### src/rtl/gpio_bank_pkg.sv
package gpio_bank_pkg;
  localparam int unsigned NREG  = 8;
  localparam int unsigned IDX_W = 3;
  localparam int unsigned MAP_BITS = IDX_W + 4;

  typedef enum logic [IDX_W-1:0] {
    RI_DOUT  = 3'd0,
    RI_OE    = 3'd1,
    RI_PIN   = 3'd2,
    RI_ROUTE = 3'd3,
    RI_IEN   = 3'd4,
    RI_LVL   = 3'd5,
    RI_POL   = 3'd6,
    RI_STAT  = 3'd7
  } reg_idx_e;

  typedef enum logic [1:0] {
    AL_LOAD = 2'd0,
    AL_SET  = 2'd1,
    AL_CLR  = 2'd2,
    AL_NONE = 2'd3
  } alias_e;

  typedef struct packed {
    logic load;
    logic set;
    logic clr;
  } wr_op_t;
endpackage

### src/rtl/gpio_pin_sync.sv
module gpio_pin_sync #(
  parameter int unsigned W = 32
) (
  input  logic         clk,
  input  logic         rst_n,
  input  logic [W-1:0] raw_i,
  output logic [W-1:0] cur_o,
  output logic [W-1:0] prev_o
);
  logic [W-1:0] meta_q;
  logic [W-1:0] cur_q;
  logic [W-1:0] prev_q;

  always_ff @(posedge clk or negedge rst_n) begin
    if (!rst_n) begin
      meta_q <= '0;
      cur_q  <= '0;
      prev_q <= '0;
    end else begin
      meta_q <= raw_i;
      cur_q  <= meta_q;
      prev_q <= cur_q;
    end
  end

  assign cur_o  = cur_q;
  assign prev_o = prev_q;
endmodule

### src/rtl/gpio_alias_reg.sv
module gpio_alias_reg #(
  parameter int unsigned W = 32
) (
  input  logic         clk,
  input  logic         rst_n,
  input  logic         wr_load,
  input  logic         wr_set,
  input  logic         wr_clr,
  input  logic [W-1:0] wdata,
  output logic [W-1:0] q
);
  logic [W-1:0] q_r;
  logic [W-1:0] q_d;
  logic         upd;

  always_comb begin
    q_d = q_r;
    upd = wr_load | wr_set | wr_clr;
    if (wr_load)     q_d = wdata;
    else if (wr_set) q_d = q_r | wdata;
    else if (wr_clr) q_d = q_r & ~wdata;
  end

  always_ff @(posedge clk or negedge rst_n) begin
    if (!rst_n)   q_r <= '0;
    else if (upd) q_r <= q_d;
  end

  assign q = q_r;


  set_keeps_chk: assert property (@(posedge clk) disable iff (!rst_n)
    wr_set |=> ((q & $past(q)) == $past(q)));


  clr_never_sets_chk: assert property (@(posedge clk) disable iff (!rst_n)
    wr_clr |=> ((q & ~$past(q)) == '0));
endmodule

### src/rtl/gpio_irq_detect.sv
module gpio_irq_detect #(
  parameter int unsigned W = 32
) (
  input  logic         clk,
  input  logic         rst_n,
  input  logic [W-1:0] cur_i,
  input  logic [W-1:0] prev_i,
  input  logic [W-1:0] route_i,
  input  logic [W-1:0] lvl_i,
  input  logic [W-1:0] pol_i,
  input  logic         clr_wr_i,
  input  logic [W-1:0] clr_mask_i,
  output logic [W-1:0] stat_o
);
  logic [W-1:0] evt;
  logic [W-1:0] stat_q;
  logic [W-1:0] stat_d;
  logic [W-1:0] clr_vec;

  for (genvar g = 0; g < W; g++) begin : g_pin
    logic rise, fall, hit;
    always_comb begin
      rise = cur_i[g] & ~prev_i[g];
      fall = ~cur_i[g] & prev_i[g];
      case ({lvl_i[g], pol_i[g]})
        2'b00:   hit = fall;
        2'b01:   hit = rise;
        2'b10:   hit = ~cur_i[g];
        default: hit = cur_i[g];
      endcase
      evt[g] = route_i[g] & hit;
    end
  end

  always_comb begin
    clr_vec = clr_wr_i ? clr_mask_i : '0;
    stat_d  = (stat_q & ~clr_vec) | evt;
  end

  always_ff @(posedge clk or negedge rst_n) begin
    if (!rst_n) stat_q <= '0;
    else        stat_q <= stat_d;
  end

  assign stat_o = stat_q;


  set_wins_chk: assert property (@(posedge clk) disable iff (!rst_n)
    (|evt) |=> ((stat_q & $past(evt)) == $past(evt)));


  unrouted_quiet_chk: assert property (@(posedge clk) disable iff (!rst_n)
    ((stat_q & ~$past(stat_q) & ~$past(route_i)) == '0));


  clear_only_chk: assert property (@(posedge clk) disable iff (!rst_n)
    (|($past(stat_q) & ~stat_q)) |-> $past(clr_wr_i));
endmodule

### src/rtl/gpio_irq_bank.sv
module gpio_irq_bank
  import gpio_bank_pkg::*;
#(
  parameter int unsigned PINS   = 32,
  parameter int unsigned ADDR_W = 8
) (
  input  logic              clk,
  input  logic              rst_n,
  input  logic              bus_sel,
  input  logic              bus_wr,
  input  logic [ADDR_W-1:0] bus_addr,
  input  logic [PINS-1:0]   bus_wdata,
  output logic [PINS-1:0]   bus_rdata,
  input  logic [PINS-1:0]   pad_in,
  output logic [PINS-1:0]   pad_out,
  output logic [PINS-1:0]   pad_oe,
  output logic              irq_o
);
  localparam int unsigned HI_W = ADDR_W - MAP_BITS;

  logic [IDX_W-1:0] idx;
  alias_e           al;
  logic             in_map;
  wr_op_t           ops  [NREG];
  logic [PINS-1:0]  regs [NREG];
  logic [PINS-1:0]  pin_cur;
  logic [PINS-1:0]  pin_prev;
  logic [PINS-1:0]  stat;

  always_comb begin
    idx    = bus_addr[MAP_BITS-1:4];
    al     = alias_e'(bus_addr[3:2]);
    in_map = (bus_addr[ADDR_W-1:MAP_BITS] == {HI_W{1'b0}});
    for (int i = 0; i < NREG; i++) ops[i] = '0;
    if (bus_sel && bus_wr && in_map) begin
      case (al)
        AL_LOAD: ops[idx].load = 1'b1;
        AL_SET:  ops[idx].set  = 1'b1;
        AL_CLR:  ops[idx].clr  = 1'b1;
        default: ;
      endcase
    end
  end

  gpio_pin_sync #(.W(PINS)) u_sync (
    .clk    (clk),
    .rst_n  (rst_n),
    .raw_i  (pad_in),
    .cur_o  (pin_cur),
    .prev_o (pin_prev)
  );

  for (genvar g = 0; g < NREG; g++) begin : g_reg
    if (g == int'(RI_PIN)) begin : g_ro
      assign regs[g] = pin_cur;
    end else if (g == int'(RI_STAT)) begin : g_st
      assign regs[g] = stat;
    end else begin : g_rw
      gpio_alias_reg #(.W(PINS)) u_r (
        .clk     (clk),
        .rst_n   (rst_n),
        .wr_load (ops[g].load),
        .wr_set  (ops[g].set),
        .wr_clr  (ops[g].clr),
        .wdata   (bus_wdata),
        .q       (regs[g])
      );
    end
  end

  gpio_irq_detect #(.W(PINS)) u_det (
    .clk        (clk),
    .rst_n      (rst_n),
    .cur_i      (pin_cur),
    .prev_i     (pin_prev),
    .route_i    (regs[RI_ROUTE]),
    .lvl_i      (regs[RI_LVL]),
    .pol_i      (regs[RI_POL]),
    .clr_wr_i   (ops[RI_STAT].clr),
    .clr_mask_i (bus_wdata),
    .stat_o     (stat)
  );

  always_comb begin
    bus_rdata = in_map ? regs[idx] : '0;
  end

  assign pad_out = regs[RI_DOUT];
  assign pad_oe  = regs[RI_OE];
  assign irq_o   = |(stat & regs[RI_IEN]);


  masked_quiet_chk: assert property (@(posedge clk) disable iff (!rst_n)
    (regs[RI_IEN] == '0) |-> !irq_o);


  reset_idle_chk: assert property (@(posedge clk)
    (!rst_n) |-> (pad_oe == '0 && !irq_o));
endmodule

### config.mk
export PLATFORM = sky130hd
export DESIGN_NAME = gpio_irq_bank
export DESIGN_NICKNAME = d
export VERILOG_FILES = /design/src/rtl/gpio_bank_pkg.sv /design/src/rtl/gpio_pin_sync.sv /design/src/rtl/gpio_alias_reg.sv /design/src/rtl/gpio_irq_detect.sv /design/src/rtl/gpio_irq_bank.sv
export SDC_FILE = /design/constraint.sdc
export NUM_CORES = 1
export LEC_CHECK = 0
export ABC_AREA = 1
export BUFFER_PORTS_ARGS = -buffer_cell sky130_fd_sc_hd__buf_2
export CELL_PAD_IN_SITES_DETAIL_PLACEMENT = 1
export CELL_PAD_IN_SITES_GLOBAL_PLACEMENT = 2
export CORE_ASPECT_RATIO = 2
export CORE_MARGIN = 2
export CORE_UTILIZATION = 36
export DETAILED_ROUTE_END_ITERATION = 6
export HOLD_SLACK_MARGIN = 0.08
export PLACE_DENSITY = 0.92
export SETUP_SLACK_MARGIN = 0.1
export SLEW_MARGIN = 20
export SYNTH_ARGS = -nofsm -noshare
export SYNTH_HDL_FRONTEND = slang
export SYNTH_HIERARCHICAL = 1
export SYNTH_SLANG_ARGS = --single-unit
### constraint.sdc
create_clock -name clk -period 1.9 [get_ports clk]
set_input_delay 0.38 -clock clk [delete_from_list [all_inputs] [get_ports clk]]
set_output_delay 0.38 -clock clk [all_outputs]
set_load 0.005 [all_outputs]
==> results of run 1 <==
==> final cells by class <==
cell class              count  area, um2
clock buffers              49       1020
multi-input cells        1946       8540
fillers                  6201      25200
repair buffers            437       3680
clock inverters            13        205
well taps                 638        798
flip-flops and latches    320       8020
inverters                 195        758
==> timing repair <==
| item | CTS | global route |
|---|---|---|
| cloned | 5 | 0 |
| hold buffers | 33 | 0 |
| buffers inserted | 61 | 44 |
| gates resized for setup | 80 | 89 |
| endpoints found under the hold margin | 107 | 0 |
| setup endpoints to repair | 33 | 33 |
| pin swaps | 56 | 88 |
==> kinds of logic (layout without fill, tap and decap cells) <==
kind of cell,Yosys count,in the layout
AND/OR/NAND/NOR,1932,1932
flip-flops,320,320
buffers and inverters,301,694
AO/OA/AOI/OAI,14,14
==> power groups by stage <==
stage	clock (W)	combinational, W	sequential [W]
floorplan	0	0.00166	0.00820
global placement	0	0.00292	0.00841
detailed placement	0	0.00308	0.00845
CTS	0.00761	0.00360	0.00826
global route	0.00784	0.00432	0.00835
finish	0.00746	0.00388	0.00827
==> routing by layer <==
layer / up-vias / part of all wire
li1: 8359 / -
met1: 9088 / 0.36
met2: 466 / 0.53
met3: 223 / 0.041
met4: 2 / 0.061
met5: - / 0.00018
==> worst paths after layout <==
check	depth (start not counted)	start	slack, ns	endpoint
hold / removal	3	bus_wdata[28]	0.18	flip-flop
min in group asynchronous	2	rst_n	0.31	u_sync/meta_q[23]
max in group asynchronous	3	rst_n	0.72	asynchronous set/reset pin
setup reg to reg	8	u_sync/cur_o[6]	0.77	u_det/stat_o[6]
setup / recovery	6	u_det/stat_o[30]	-0.35	irq_o
hold reg to reg	0	u_sync/meta_q[24]	0.35	u_sync/cur_o[24]
==> through the flow <==
| step | std cells | hold slack (ns) |
|---|---|---|
| 6_report | 3598 | 0.179 |
| 5_1_grt | 3598 | 0.190 |
| 4_1_cts | 3555 | 0.162 |
| 3_5_place_dp | 3394 | 0.295 |
| 3_3_place_gp | 3394 | 0.287 |
| 2_1_floorplan | 2567 | 0.0844 |
==> cells in the mapped netlist <==
cell / n / area (um2)
nand2_1: 1491 / 5600
dfrtp_1: 320 / 8010
inv_1: 193 / 724
or2_1: 168 / 1050
nand3_1: 125 / 626
nor2_1: 98 / 368
buf_2: 46 / 230
buf_4: 25 / 188
buf_6: 25 / 282
a21oi_1: 14 / 70.1
or2_0: 12 / 75.1
or2_2: 12 / 75.1
nor2_2: 9 / 56.3
clkbuf_1: 8 / 30.0
nand2_2: 7 / 43.8
nand4_1: 5 / 31.3
nand3b_1: 3 / 22.5
buf_1: 1 / 3.75
buf_8: 1 / 15.0
clkinv_2: 1 / 5.00
inv_4: 1 / 6.26
nor2_4: 1 / 11.3
nor3_1: 1 / 5.00
==> worst max-delay path: cells and delay by family, from the launching register on <==
kind                   cells  cell delay, ns
AND/OR/NAND/NOR            5            0.76
buffers and inverters      1            0.15
flip-flops                 1            0.43
==> results by group, run 1 <==
Outcome
  • Status: finished with violations
  • Failing checks: negative setup slack

Floorplanning
  • Die Ht: 316 um
  • Chip width: 160 um
  • Cell Rows: 114
  • Initial Utilization: 0.363
  • Total I/O pin count: 173
  • Core Box Area: 0.0482 mm2
  • Die area: 0.0506 mm2

Clock network
  • CTS Sinks: 320
  • CTS tree: done
  • Max clock buf depth: 3
  • CTS clk-pin slew, worst paths: 0.07 ns
  • Root Buffer Master: clkbuf_16
  • # H-tree levels: 2
  • CTS buffer count: 34
  • Clk_lat worst skew: 0.54 ns

Worst setup path
  • Crit-path cells: nand2_2 -> nand3_2 -> nand3b_1 -> nor2_1 -> nand2_1 -> buf_2
  • Crit end category: output port
  • Largest stage delay, worst path: 0.43 ns
  • Worst-path maximum fanout: 3
  • Startpoint types: flip-flop
  • Crit Path Class: reg2out
  • Crit path max-delay cell type: dfrtp_1
  • Worst Path Required: 1.52 ns
  • Crit path DAT: 1.87 ns

Pwr
  • VDD IR max: 0.000631 V
  • Combinational power share: 0.198
  • Switching share of total power: 0.303
  • Leak: 12.7 nW
  • NetSw: 0.00594 W
  • Sequential cell fraction of total power: 0.422
  • Power Total: 0.0196 W
  • Int Power: 0.0137 W
  • Power density cells: 852 mW/mm2
  • Clock power share: 0.381

STA
  • Worst slew pin tran: 0.653 ns
  • Fmax: 0.443 GHz
  • Skew final: 0.0128 ns
  • Max-slew violation count: 0
  • Final period util: 1.19
  • Final min period: 2.25 ns
  • Max-slew headroom at the worst pin: 0.565
  • RSZ-0062 raised after global routing: true
  • Setup TNS Final: -1.59 ns
  • Final Setup Violations: 28
  • Final worst slack: -0.355 ns
  • Final hold vios: 0

Routing
  • DRC errors left: 0
  • WL/cell: 19.8 um
  • Vias per cell: 5.04
  • DRT Pass-1 Iters: 4
  • DRT iter0 DRCs: 851
  • Final ANT Viol Nets: 0
  • Via count: 18,138
  • Routed WL: 71,200 um

Placed design
  • PortBufs: 170
  • DP Area: 0.0200 mm2
  • Post-Place Setup Slack: -0.245 ns
  • Post-DP HPWL: 47,900 um
  • Final GP Congestion: 0.851

Global routing
  • Overall routing resource usage: 0.278
  • Met3 Resource Use GR: 0.0368
  • Grt ovf: 0
  • Vias in the first global route: 19,571
  • M2 GR Usage: 0.529
  • Initial antenna violation count: 2
  • Top Usage Layer GRT: met2
  • Largest net degree at the start of global routing: 77
  • Grt met1 use: 0.294
  • First-pass GRT wire length: 109,000 um

Synthesis
  • Post-synthesis cell count: 2,567
  • Synth warn: 6
  • Yosys reg bits: 320
  • Compound-cell area share of the yosys netlist: 0.00400
  • Adder-cell area share of the yosys netlist: 0
  • Multiplexer area fraction after synthesis: 0
  • Xor and xnor fraction of the mapped netlist area: 0
  • Synth Cell Area: 0.0175 mm2
  • Distinct cells, synth: 23
  • Post-synthesis simple-gate area fraction: 0.454
  • Mean Syn Cell Area: 6.83 um2
  • Largest family of logic cells by synthesized area: simple AND/OR/NAND/NOR gates
  • Syn nets: 2,643
  • Seq/Total Area, Yosys: 0.457

Finish
  • Area delta synth->final: 31.4%
  • Diode count: 0
  • Post-route cell area: 0.0230 mm2
  • Most frequent cells in the layout: 1,453 x nand2_1, 312 x dfrtp_1, 182 x inv_1
  • Most common cell after layout, fill and taps aside: nand2_1
  • Layout cells sized above 1: 0.212
  • Total Nets Final: 3,010
  • Fin util: 0.477

Min path
  • Class of the worst hold path: in2reg

Job
  • Max_cap viols: 0
Power figures use the tool's default switching activity.
==> run 2: changes to the inputs <==
Settings changed: CORE_ASPECT_RATIO 2 to 1.1.
==> run 2 against run 1 <==
  * The run still ends with negative setup slack left
  * Sequential share of layout area increased by 0.090 points
  * Global-route usage down 1.2 points
  * Worst hold slack got worse by 0.027 ns
  * Sequential power about the same
  * Combinational power is 6.2% lower
  * Clock power is 4.7% higher
  * Critical path depth is the same
  * Flip-flop and latch count unchanged
  * Count of clock-buffer cells in the layout increased by 7
  * Cell count rose by 0.11%
  * Clock skew grew 0.0018 ns
  * Final area shrank 0.32%
  * Largest power group unchanged
==> results by group, run 2 (same netlist as run 1, synthesis figures left out) <==
Worst setup path
  • Reg2Reg Capture Point: u_det/stat_o[20] (was u_det/stat_o[6])
  • Worst Path Required: 1.52 ns (about the same)
  • Stages on worst setup path: 6 (unchanged)
  • R2R Setup Slk: 0.64 ns (was 0.77 ns)
  • Crit-path most repeated cell: nand2_1
  • End point of the critical path: irq_o (unchanged)
  • Crit Path Class: reg2out (unchanged)
  • Startpoint types: flip-flop (unchanged)
  • Worst-path maximum fanout: 3 (unchanged)
  • Largest stage delay, worst path: 0.41 ns (was 0.43 ns)
  • Reg2Reg Depth: 8 (unchanged)
  • Crit path max-delay cell type: dfrtp_1 (unchanged)
  • Crit-path cells: nand2_1 -> nand3_2 -> nand3b_1 -> nor2_1 -> nand2_1 -> buf_2 (was nand2_2 -> nand3_2 -> nand3b_1 -> nor2_1 -> nand2_1 -> buf_2)
  • Crit end category: output port (unchanged)
  • CP Buf/Inv Count: 1 (unchanged)
  • Crit path DAT: 1.80 ns (was 1.87 ns)
  • CP delay by family, top: simple AND/OR/NAND/NOR gates (unchanged)

Global routing
  • Overall routing resource usage: 0.266 (was 0.278)
  • Largest net degree at the start of global routing: 64 (was 77)
  • Vias in the first global route: 18,932 (was 19,571)
  • Grt ovf: 0 (unchanged)
  • First-pass GRT wire length: 105,000 um (was 109,000 um)
  • Initial antenna violation count: 1 (was 2)

Floorplanning
  • Chip width: 214 um (was 160 um)
  • Cell Rows: 84 (was 114)
  • Core Box Area: 0.0479 mm2 (was 0.0482 mm2)
  • Die Ht: 235 um (was 316 um)
  • Initial Utilization: 0.366 (was 0.363)
  • Total I/O pin count: 173 (unchanged)
  • Die area: 0.0505 mm2 (was 0.0506 mm2)

Clock network
  • Max clock buf depth: 3 (unchanged)
  • CTS buffer count: 39 (was 34)
  • # H-tree levels: 2 (unchanged)
  • CTS Sinks: 320 (unchanged)
  • CTS clk-pin slew, worst paths: 0.06 ns (was 0.07 ns)
  • Root Buffer Master: clkbuf_16 (unchanged)
  • CTS tree: done (unchanged)
  • Clk_lat worst skew: 0.57 ns (was 0.54 ns)

Min path
  • Hold_sp: bus_wdata[6] (was bus_wdata[28])
  • Hold depth: 3 (unchanged)
  • Class of the worst hold path: in2reg (unchanged)

Finish
  • Fill cells: 6,170 (was 6,201)
  • Post-route cell area: 0.0229 mm2 (was 0.0230 mm2)
  • Fin util: 0.479 (was 0.477)
  • Most frequent cells in the layout: 1,467 x nand2_1, 316 x dfrtp_1, 182 x inv_1 (was 1,453 x nand2_1, 312 x dfrtp_1, 182 x inv_1)
  • Total Nets Final: 3,004 (was 3,010)
  • Most common cell after layout, fill and taps aside: nand2_1 (unchanged)
  • Area delta synth->final: 30.9% (was 31.4%)
  • Final std cells w/o fill: 3,602 (was 3,598)
  • Register area: 0.00801 mm2 (was 0.00802 mm2)
  • Area of the multi-input gates: 0.00847 mm2 (was 0.00854 mm2)
  • Layout cells sized above 1: 0.205 (was 0.212)

STA
  • Setup TNS Final: -2.04 ns (was -1.59 ns)
  • Final worst slack: -0.280 ns (was -0.355 ns)
  • RSZ-0062 raised after global routing: true (unchanged)
  • Final min period: 2.18 ns (was 2.25 ns)
  • Final hold vios: 0 (unchanged)
  • Final period util: 1.15 (was 1.19)
  • Max-slew violation count: 0 (unchanged)
  • Max-slew headroom at the worst pin: 0.579 (was 0.565)
  • Skew final: 0.0146 ns (was 0.0128 ns)
  • Worst slew pin tran: 0.632 ns (was 0.653 ns)
  • Fmax: 0.459 GHz (was 0.443 GHz)
  • Final Setup Violations: 28 (unchanged)

Routing
  • Vias per cell: 4.98 (was 5.04)
  • DRT Pass-1 Iters: 5 (was 4)
  • Via count: 17,930 (was 18,138)
  • WL/cell: 18.8 um (was 19.8 um)
  • Final ANT Viol Nets: 0 (unchanged)
  • DRC errors left: 0 (unchanged)
  • DRT iter0 DRCs: 1,144 (was 851)
  • Routed WL: 67,800 um (was 71,200 um)

Pwr
  • VDD IR max: 0.000527 V (was 0.000631 V)
  • Int Power: 0.0139 W (was 0.0137 W)
  • NetSw: 0.00586 W (was 0.00594 W)
  • Switching share of total power: 0.297 (was 0.303)
  • Leak: 12.6 nW (was 12.7 nW)
  • Combinational power share: 0.185 (was 0.198)
  • Sequential cell fraction of total power: 0.419 (was 0.422)
  • Power density cells: 859 mW/mm2 (was 852 mW/mm2)
  • Clock power share: 0.396 (was 0.381)

Outcome
  • Status: finished with violations (unchanged)
  • Failing checks: negative setup slack (unchanged)

Placed design
  • Post-DP HPWL: 44,600 um (was 47,900 um)
  • Final GP Congestion: 0.815 (was 0.851)
  • PortBufs: 170 (unchanged)
  • DP Area: 0.0200 mm2 (about the same)
  • Post-placement cell count: 3,404 (was 3,394)

Job
  • Max_cap viols: 0 (unchanged)
## run 2: worst min-delay path by stage
| stage | endpoint |
|---|---|
| finish | flip-flop |
| global route | flip-flop |
| CTS | flip-flop |
| detailed placement | u_sync/meta_q[23] |
| global placement | u_sync/meta_q[23] |
| floorplan | asynchronous set/reset pin |
## run 2: metal layers
metal  wire [um]  global-route usage  vias up
li1            -                   -     8356
met1       28800               0.333     9000
met2       33300               0.461      431
met3        3080              0.0401      143
met4        2630               0.105        0
met5           0                   0        -
## run 2: layout make-up
type,count,area share
Multi-Input combinational cell,1946,0.369
Sequential cell,320,0.349
Timing Repair Buffer,426,0.156
Clock buffer,56,0.0515
Tap cell,645,0.0352
Inverter,195,0.0326
Clock inverter,13,0.00627
Antenna cell,1,0.000109
## run 2: repair_timing
item	in CTS	in global routing
setup endpoints to repair	33	37
cloned	4	0
pin swaps	69	63
setup buffers	66	27
endpoints found under the hold margin	114	0
gates resized for setup	81	73
hold buffers	33	0
## run 2: through the flow
stage	hold slack (ns)	total power, W	setup WS (ns)
2_1_floorplan	0.0844	0.00986	0.103
3_3_place_gp	0.303	0.0112	-0.182
3_5_place_dp	0.310	0.0114	-0.285
4_1_cts	0.131	0.0197	-0.280
5_1_grt	0.159	0.0206	-0.352
6_report	0.151	0.0197	-0.280
## run 2: power groups by stage
stage / Combinational [W] / Clock [W] / Sequential [W]
final: 0.00364 / 0.00781 / 0.00826
after global routing: 0.00408 / 0.00821 / 0.00835
after CTS: 0.00347 / 0.00797 / 0.00825
after detailed placement: 0.00298 / 0 / 0.00841
after global placement: 0.00283 / 0 / 0.00837
after floorplan: 0.00166 / 0 / 0.00820
## run 2: worst reg2reg max path, cell delays in order (launching register included)
cell and delay, ns:
dfrtp_1 0.40, buf_4 0.14, buf_4 0.13, buf_4 0.14, nor2_1 0.13, nand2_1 0.08, nand2_1 0.07, nand2_1 0.05
nand2_1 0.05
